<file path="config.mk">
export PLATFORM = sky130hd
export DESIGN_NAME = irq_prio_ctrl
export DESIGN_NICKNAME = d
export VERILOG_FILES = /design/src/rtl/irq_pkg.sv /design/src/rtl/irq_flags.sv /design/src/rtl/irq_arbiter.sv /design/src/rtl/irq_inservice.sv /design/src/rtl/irq_prio_ctrl.sv
export SDC_FILE = /design/constraint.sdc
export NUM_CORES = 1
export LEC_CHECK = 0
export BUFFER_PORTS_ARGS = -buffer_cell sky130_fd_sc_hd__buf_2
export CAP_MARGIN = 10
export CORE_UTILIZATION = 56
export CTS_CLUSTER_DIAMETER = 120
export DETAILED_ROUTE_END_ITERATION = 7
export GPL_TIMING_DRIVEN = 1
export PLACE_DENSITY_LB_ADDON = 0.12
export SKIP_LAST_GASP = 1
export SLEW_MARGIN = 20
export SYNTH_ARGS = -nofsm -noshare
export SYNTH_HDL_FRONTEND = slang
export SYNTH_SLANG_ARGS = --single-unit
</file>
<file path="constraint.sdc">
create_clock -name clk -period 3.8 [get_ports clk]
set_input_delay 0.76 -clock clk [delete_from_list [all_inputs] [get_ports clk]]
set_output_delay 0.76 -clock clk [all_outputs]
set_load 0.01 [all_outputs]
</file>
<file path="src/rtl/irq_pkg.sv">
package irq_pkg;
  localparam int NSRC_DEF = 5;
  localparam logic [1:0] CFG_EN   = 2'd0;
  localparam logic [1:0] CFG_PRIO = 2'd1;
  localparam logic [1:0] CFG_CLR  = 2'd2;
  localparam int LVL_LO = 0;
  localparam int LVL_HI = 1;
endpackage

</file>
<file path="src/rtl/irq_flags.sv">
module irq_flags #(
  parameter int NSRC = 5,
  parameter logic [NSRC-1:0] AUTO_CLR = '1
) (
  input  logic            clk,
  input  logic            rst_n,
  input  logic [NSRC-1:0] raw_i,
  input  logic [NSRC-1:0] sw_clr_i,
  input  logic [NSRC-1:0] take_hit_i,
  output logic [NSRC-1:0] pend_o
);
  logic [NSRC-1:0] pend_q;

  for (genvar i = 0; i < NSRC; i++) begin : g_flag
    logic clr;
    if (AUTO_CLR[i]) begin : g_auto
      assign clr = sw_clr_i[i] | take_hit_i[i];
      a_r9_auto_clear: assert property (@(posedge clk) disable iff (!rst_n)
        (take_hit_i[i] && !raw_i[i]) |=> !pend_q[i]);
    end else begin : g_sticky
      assign clr = sw_clr_i[i];
      a_r9_serial_kept: assert property (@(posedge clk) disable iff (!rst_n)
        (take_hit_i[i] && !sw_clr_i[i]) |=> pend_q[i]);
    end
    always_ff @(posedge clk) begin
      if (!rst_n) pend_q[i] <= 1'b0;
      else        pend_q[i] <= (pend_q[i] & ~clr) | raw_i[i];
    end
    a_r12_set_wins: assert property (@(posedge clk) disable iff (!rst_n)
      raw_i[i] |=> pend_q[i]);
  end

  assign pend_o = pend_q;
endmodule

</file>
<file path="src/rtl/irq_arbiter.sv">
module irq_arbiter #(
  parameter int NSRC = 5,
  localparam int VW = $clog2(NSRC)
) (
  input  logic [NSRC-1:0] elig_i,
  input  logic [NSRC-1:0] prio_i,
  output logic            any_o,
  output logic            lvl_o,
  output logic [NSRC-1:0] grant_o,
  output logic [VW-1:0]   idx_o
);
  logic [NSRC-1:0] hi;
  logic [NSRC-1:0] cand;

  always_comb begin
    hi      = elig_i & prio_i;
    lvl_o   = |hi;
    cand    = lvl_o ? hi : elig_i;
    any_o   = |cand;
    grant_o = cand & ~(cand - NSRC'(1));
    idx_o   = '0;
    for (int i = NSRC - 1; i >= 0; i--) begin
      if (cand[i]) idx_o = VW'(i);
    end
  end

  always_comb begin
    a_r4_grant_valid: assert ($onehot0(grant_o) && ((grant_o & ~elig_i) == '0));
  end
endmodule

</file>
<file path="src/rtl/irq_inservice.sv">
module irq_inservice (
  input  logic       clk,
  input  logic       rst_n,
  input  logic       boundary_i,
  input  logic       reti_i,
  input  logic       cfg_touch_i,
  input  logic       take_i,
  input  logic       take_lvl_i,
  output logic [1:0] isv_o,
  output logic       hold_o
);
  import irq_pkg::*;
  logic [1:0] isv_q;
  logic       reti_blk_q;
  logic       cfg_blk_q;

  always_ff @(posedge clk) begin
    if (!rst_n) begin
      isv_q      <= '0;
      reti_blk_q <= 1'b0;
      cfg_blk_q  <= 1'b0;
    end else begin
      logic [1:0] nxt;
      nxt = isv_q;
      if (reti_i) begin
        if (nxt[LVL_HI]) nxt[LVL_HI] = 1'b0;
        else             nxt[LVL_LO] = 1'b0;
      end
      if (take_i) nxt[take_lvl_i] = 1'b1;
      isv_q <= nxt;
      if (reti_i)          reti_blk_q <= 1'b1;
      else if (boundary_i) reti_blk_q <= 1'b0;
      if (cfg_touch_i)     cfg_blk_q  <= 1'b1;
      else if (boundary_i) cfg_blk_q  <= 1'b0;
    end
  end

  assign isv_o  = isv_q;
  assign hold_o = reti_blk_q | cfg_blk_q;

  a_r10_no_preempt_hi: assert property (@(posedge clk) disable iff (!rst_n)
    take_i |-> !isv_q[LVL_HI]);
  a_r10_low_needs_hi: assert property (@(posedge clk) disable iff (!rst_n)
    (take_i && isv_q[LVL_LO]) |-> take_lvl_i);
  a_r11_hi_first: assert property (@(posedge clk) disable iff (!rst_n)
    (reti_i && isv_q[LVL_HI]) |=> (!isv_o[LVL_HI] && (isv_o[LVL_LO] == $past(isv_q[LVL_LO]))));
endmodule

</file>
<file path="src/rtl/irq_prio_ctrl.sv">
module irq_prio_ctrl #(
  parameter int NSRC = 5,
  parameter logic [NSRC-1:0] AUTO_CLR = 5'b01111,
  parameter int DW = 8,
  localparam int VW = $clog2(NSRC)
) (
  input  logic            clk,
  input  logic            rst_n,
  input  logic [NSRC-1:0] irq_raw_i,
  input  logic            cfg_wr_i,
  input  logic [1:0]      cfg_addr_i,
  input  logic [DW-1:0]   cfg_data_i,
  input  logic            boundary_i,
  input  logic            reti_i,
  output logic            taken_o,
  output logic [VW-1:0]   vec_o
);
  import irq_pkg::*;

  logic [NSRC-1:0] en_q;
  logic [NSRC-1:0] prio_q;
  logic            gen_q;
  logic [NSRC-1:0] pend;
  logic [NSRC-1:0] sw_clr;
  logic [NSRC-1:0] lvl_mask;
  logic [NSRC-1:0] elig;
  logic [NSRC-1:0] grant;
  logic [NSRC-1:0] take_hit;
  logic [VW-1:0]   idx;
  logic            any;
  logic            lvl;
  logic            take;
  logic            hold;
  logic            cfg_touch;
  logic [1:0]      isv;
  logic            taken_q;
  logic [VW-1:0]   vec_q;

  always_ff @(posedge clk) begin
    if (!rst_n) begin
      en_q   <= '0;
      prio_q <= '0;
      gen_q  <= 1'b0;
    end else if (cfg_wr_i) begin
      if (cfg_addr_i == CFG_EN) begin
        en_q  <= cfg_data_i[NSRC-1:0];
        gen_q <= cfg_data_i[DW-1];
      end
      if (cfg_addr_i == CFG_PRIO) prio_q <= cfg_data_i[NSRC-1:0];
    end
  end

  assign cfg_touch = cfg_wr_i && (cfg_addr_i == CFG_EN || cfg_addr_i == CFG_PRIO);
  assign sw_clr    = (cfg_wr_i && cfg_addr_i == CFG_CLR) ? cfg_data_i[NSRC-1:0] : '0;

  always_comb begin
    if (isv[LVL_HI])      lvl_mask = '0;
    else if (isv[LVL_LO]) lvl_mask = prio_q;
    else                  lvl_mask = '1;
  end

  assign elig     = pend & en_q & {NSRC{gen_q}} & lvl_mask;
  assign take     = boundary_i & ~hold & any;
  assign take_hit = grant & {NSRC{take}};

  irq_flags #(.NSRC(NSRC), .AUTO_CLR(AUTO_CLR)) u_flags (
    .clk(clk), .rst_n(rst_n), .raw_i(irq_raw_i), .sw_clr_i(sw_clr),
    .take_hit_i(take_hit), .pend_o(pend));

  irq_arbiter #(.NSRC(NSRC)) u_arb (
    .elig_i(elig), .prio_i(prio_q), .any_o(any), .lvl_o(lvl),
    .grant_o(grant), .idx_o(idx));

  irq_inservice u_isv (
    .clk(clk), .rst_n(rst_n), .boundary_i(boundary_i), .reti_i(reti_i),
    .cfg_touch_i(cfg_touch), .take_i(take), .take_lvl_i(lvl),
    .isv_o(isv), .hold_o(hold));

  always_ff @(posedge clk) begin
    if (!rst_n) begin
      taken_q <= 1'b0;
      vec_q   <= '0;
    end else begin
      taken_q <= take;
      if (take) vec_q <= idx;
    end
  end

  assign taken_o = taken_q;
  assign vec_o   = vec_q;

  a_r8_taken_on_boundary: assert property (@(posedge clk) disable iff (!rst_n)
    taken_o |-> $past(boundary_i));
  a_r6_reti_gap: assert property (@(posedge clk) disable iff (!rst_n)
    reti_i ##1 boundary_i |=> !taken_o);
  a_r7_cfg_gap: assert property (@(posedge clk) disable iff (!rst_n)
    cfg_touch ##1 boundary_i |=> !taken_o);
  a_r3_enabled_only: assert property (@(posedge clk) disable iff (!rst_n)
    take |-> (gen_q && ((grant & ~en_q) == '0)));
endmodule

</file>
**Word level (Yosys, flattened, before mapping)**

Index checks and enable logic that the tools add are counted.

- Bits in writable memories: 0
- Register bits: 24
- Latch bits: 0
- Logic and storage cells: 78
- Bits in read-only memories: 0
- Memories kept: 0

- Equality and inequality tests: 2
- Bitwise logic cells: 31
- Div/mod/pow operators: 0
- Add/subtract/negate cells: 1
- Shift operators: 0
- Multiply operators: 0
- Multiplexer cells: 18
- Reduce and logical (&&, ||, !) cells: 11
- $lt $le $gt $ge: 2

Operator list:

| kind | count |
|---|---|
| bitwise AND 5 bit | 4 |
| 2-to-1 mux 5 bit | 4 |
| 2-to-1 mux 3 bit | 5 |
| bitwise OR 1 bit | 10 |
| OR reduction 5 bit | 2 |
| bitwise AND 4 bit | 2 |
| bitwise AND 1 bit | 7 |
| 2-to-1 mux 2 bit | 3 |
| inverter 1 bit | 6 |
| 2-to-1 mux 1 bit | 5 |
| inverter 4 bit | 1 |
| AND reduction 2 bit | 2 |
| nonzero test 2 bit | 2 |
| subtractor 4 x 1 -> 4 bit (second input constant) | 1 |
| logical AND 1 bit | 3 |
| == test 2 x 1 -> 1 bit (second input constant) | 1 |
| == test 2 bit (second input constant) | 1 |
| logical NOT 2 bit | 1 |
| less-than comparator 1 x 2 -> 1 bit (second input constant) | 1 |
| bitwise OR 2 bit | 1 |
| demux 1 bit (select 1 bit) | 1 |
| greater-or-equal comparator 1 bit (second input constant) | 1 |
| logical OR 1 bit | 1 |

**Longest topological paths before layout**

- Depth in word-level cells: 14
- Mapped depth: 6
- Depth with buffers taken out: 6

**Cells and area by module**

A second synthesis with hierarchy kept.

- Cell total of the unflattened synthesis: 159
- Area total of the unflattened synthesis: 1,318.8 µm²

By module, submodules not included:

| module | area an instance (µm²) | cells each | seq. area each (µm²) | times used |
|---|---|---|---|---|
| irq_prio_ctrl | 742.0 | 87 | 300.3 | 1 |
| irq_arbiter | 217.7 | 36 | 0.0 | 1 |
| irq_flags | 205.2 | 20 | 100.1 | 1 |
| irq_inservice | 153.9 | 16 | 80.1 | 1 |

**Least setup slack after synthesis**

OpenSTA, ideal clock, no wires.

- Kind: in2reg
- From: input cfg_addr_i[1]
- To: register en_q[0]
- Buffers on the path: 0
- Setup time: 0.128 ns
- Stages: 4
- Required time: 3.672 ns
- Arrival: 1.570 ns
- Setup slack: 2.102 ns
- Path through: nand2b_1 nor2_1 mux2i_1 nor2_1

- Cells in the longest elaborated chain, start to end: 2

RTL lines:

| what | line | source |
|---|---|---|
| start, declared | irq_prio_ctrl.sv:11 | `input logic [1:0] cfg_addr_i,` |
| logical NOT 2 bit | irq_prio_ctrl.sv:45 | `if (cfg_addr_i == CFG_EN) begin` |
| AND reduction 2 bit (no source line) | n/a |  |
| end signal, assigned | irq_prio_ctrl.sv:46 | `en_q <= cfg_data_i[NSRC-1:0];` |
| end, declared | irq_prio_ctrl.sv:20 | `logic [NSRC-1:0] en_q;` |

No other way between the ends.
A chain may end at the register's enable or synchronous reset.

**Final worst setup path**

- From: register u_flags.pend_q[2], in the netlist u_flags.pend_o[2]
- To: register vec_q[0], in the netlist vec_o[0]

- Cells in the longest elaborated chain, start to end: 10
- Elaborated cells between the ends (all ways): 12

RTL lines:

| what | line | source |
|---|---|---|
| start, declared | irq_flags.sv:12 | `logic [NSRC-1:0] pend_q;` |
| start signal, assigned by index | irq_flags.sv:27 | `else pend_q[i] <= (pend_q[i] & ~clr) \| raw_i[i];` |
| bitwise AND 5 bit * (3 in a row) | irq_prio_ctrl.sv:62 | `assign elig = pend & en_q & {NSRC{gen_q}} & lvl_mask;` |
| bitwise AND 5 bit | irq_arbiter.sv:16 | `hi = elig_i & prio_i;` |
| OR reduction 5 bit | irq_arbiter.sv:17 | `lvl_o = \|hi;` |
| 2-to-1 mux 5 bit * | irq_arbiter.sv:18 | `cand = lvl_o ? hi : elig_i;` |
| 2-to-1 mux 3 bit (4 in a row) | irq_arbiter.sv:23 | `if (cand[i]) idx_o = VW'(i);` |
| end signal, assigned | irq_prio_ctrl.sv:85 | `if (take) vec_q <= idx;` |
| end, declared | irq_prio_ctrl.sv:37 | `logic [VW-1:0] vec_q;` |

Mark *: on every way between the ends. The rest lies on a longest branch, timed or not.

==> flow_summary.toml <==
[status]
status = "finished, final reports clean"

[worst_setup_path]
r2r-end = "vec_o[0]$_SDFFE_PN0P_"
r2r_start = "u_flags.pend_o[2]$_SDFF_PN0_"
path_max_fanout = 5
worstSetupPathType = "reg2reg"
startpoint_type = "flip-flop"
ff2ff_setup_slack_ps = 2040
worst_setup_path_end_kind = "flip-flop"
r2r_cells = 6
worstPathArrival_ps = 2020
worstPathRequired_ps = 4060

[sta]
timing.fmax_mhz = 567
tightest_slew_ps = 686
fin_crit_sh_pct = 46.4
relSlewSlack_pct = 54.1
hold_violations = 0
rsz0062_at_grt = "false"
hold_ws_ps = 462
fin_setup_tns_ps = 0
drv_slew = 0
skew_ps = 6.12
timing.final.crit_period_ps = 1760
setup_viol = 0

[clock_tree]
post_cts_resized = 0
clk_latency_ps = 310
post_cts_buffers = 0
ctsHoldBuffers = 0
cts_tree = "done"
cts_max_level = 1
cts_buffers = 3
cts_root_buf = "clkbuf_4"
cts_buffer_depth = 2
cts.sinks = 24
clkSlewWorstSetupHoldPaths_ps = 130

[die]
core_area_um2 = 1800
row_count = 15
pin_count = 24
die_area_um2 = 2200
die_x_um = 46.9
start_util_pct = 62.7
die_h_um = 46.9

[layout]
nNetsFinal = 171
antenna-diode-count = 0
finalInstanceArea_um2 = 1290
syn_to_final_growth_pct = 14.6
nFillCells = 152
drive_gt1_share_pct = 22.7

[synth]
syn_nets = 147
synth_edf_count = 0
yosys.area_share.simple_pct = 28.7
yosysTopAreaCellShare_pct = 42.5
synth_top_family_by_area = "simple AND/OR/NAND/NOR gates"
synth_flop_cell = "dfxtp_1"
syn-cell-area_um2 = 1130
ys_warn_count = 0
async_reset_ff_share_pct = 0
synth_area_leaders = "dfxtp_1 43%, mux2i_1 11%, nor2_1 6.3%"
ys_seq_elements = 24
synth_largest_area_cell = "dfxtp_1"
synth_sequential_area_ratio_pct = 42.5
ys_types = 34
netlist_instances = 127
synthMuxAreaShare_pct = 10.6
synth_fa_ha_area_share_pct = 0
synth.avg_cell_area_um2 = 8.90
synth-xor-area-share_pct = 0
synth_compound_area_share_pct = 16.5

[min_path]
whs_path_depth = 2
hp-class = "reg2reg"
min_from = "vec_o[0]$_SDFFE_PN0P_"
hold_end = "vec_o[0]$_SDFFE_PN0P_"

[global_route]
grt_max_degree = 19
overflow = 0
antenna_found_initial = 0
grt_pass1_wl_mm = 3.43
grt_usage_pct = 22.1
grt_pass1_vias = 843

[pwr]
p_leak_nw = 0.533
ir_drop_v = 0.000279
power.density_nw_per_um2 = 341

[route]
num_vias = 983
ant_nets = 0
first_pass_iters = 4
wl_per_cell_um = 12.6
wirelength_mm = 2.20
drtIter0Drc = 16
drc_errors = 0
via_per_inst = 5.62

[placed_design]
portBuffers = 21
dp_hpwl_mm = 1.67
dpl-instance-area_um2 = 1260
globalplace.congestion = 0.915

[job]
maxCapViolations = 0
state kept, by name, summed over array words and instances (netlist names):
| signal | flops |
|---|---|
| gen_q | 1 |
| taken_o | 1 |
| u_flags.pend_o | 5 |
| u_isv.reti_blk_q | 1 |
| u_isv.cfg_blk_q | 1 |
| vec_o | 3 |
| en_q | 5 |
| u_isv.isv_o | 2 |
| prio_q | 5 |
worst max path at each step:
stage / start / to / cells past startpoint
after floorplan: cfg_addr_i[1] / en_q[0]$_SDFFE_PN0P_ / 4
after global placement: cfg_addr_i[1] / en_q[1]$_SDFFE_PN0P_ / 5
after detailed placement: cfg_addr_i[1] / gen_q$_SDFFE_PN0P_ / 5
after CTS: u_isv.isv_o[1]$_SDFF_PN0_ / vec_o[0]$_SDFFE_PN0P_ / 6
after global routing: gen_q$_SDFFE_PN0P_ / vec_o[0]$_SDFFE_PN0P_ / 6
final: u_flags.pend_o[2]$_SDFF_PN0_ / vec_o[0]$_SDFFE_PN0P_ / 6
worst max-delay path, stage by stage, from the launching register on:
cell and delay [ps]:
dfxtp_1 360, and3_4 190, or3_4 380, o21ai_1 150, a31oi_1 190, a21oi_4 240, mux2i_1 190
metrics by stage:
step | util, % | power [mW] | instances | setup WS (ps)
finish | 71.9 | 0.442 | 175 | 2040
global route | 71.9 | 0.459 | 175 | 1880
CTS | 71.9 | 0.445 | 175 | 2050
detailed placement | 69.9 | 0.316 | 171 | 1780
global placement | 69.9 | 0.314 | 171 | 1790
floorplan | - | 0.299 | 127 | 2100
power breakdown:
| part | total, mW | internal (mW) | switching (mW) |
|---|---|---|---|
| registers | 0.268 | 0.261 | 0.00747 |
| clock network | 0.131 | 0.0586 | 0.0729 |
| logic | 0.0425 | 0.0192 | 0.0233 |
cell usage in the layout, fill, tap and decap left out, types with 2 or more instances in the layout:
| master | n |
|---|---|
| a21oi_1 | 8 |
| a31oi_1 | 3 |
| and2_1 | 2 |
| buf_2 | 21 |
| clkbuf_4 | 3 |
| dfxtp_1 | 24 |
| inv_1 | 2 |
| mux2i_1 | 12 |
| nand2_1 | 13 |
| nand2b_1 | 6 |
| nand3_1 | 4 |
| nand4_1 | 2 |
| nor2_1 | 19 |
| nor3_2 | 2 |
| o211ai_1 | 2 |
| o21a_1 | 3 |
| o21ai_0 | 4 |
| o21ai_1 | 2 |
cell type report:
type,count,area (um^2),share of cell area [%]
inverters,3,11.3,0.870
repair buffers,21,105,8.12
clock buffers,4,36.3,2.80
multi-input cells,98,631,48.7
well taps,25,31.3,2.42
flip-flops and latches,24,480,37.1
logic make-up after synthesis:
family / after synthesis
AO/OA/AOI/OAI: 28
buffers and inverters: 5
flip-flops: 24
multiplexers: 12
AND/OR/NAND/NOR: 58
cells in the mapped netlist, types with 2 or more instances:
master,instances
nor3_2,2
nand4_1,2
nor2_1,19
o211ai_1,2
a21oi_1,8
and2_1,2
inv_1,2
a31oi_1,3
clkbuf_1,2
o21a_1,3
mux2i_1,12
dfxtp_1,24
o21ai_0,4
nand3_1,4
nand2_1,13
o21ai_1,2
nand2b_1,6
per-layer routing:
layer	share of wire [%]	vias to the layer above	global-route usage, %
li1	-	501	-
met3	3.0	7	2.31
met4	2.1	0	8.57
met1	46	452	26.9
met2	48	23	39.7
met5	0	-	0
Note: power is estimated with default switching activity, not from simulation.
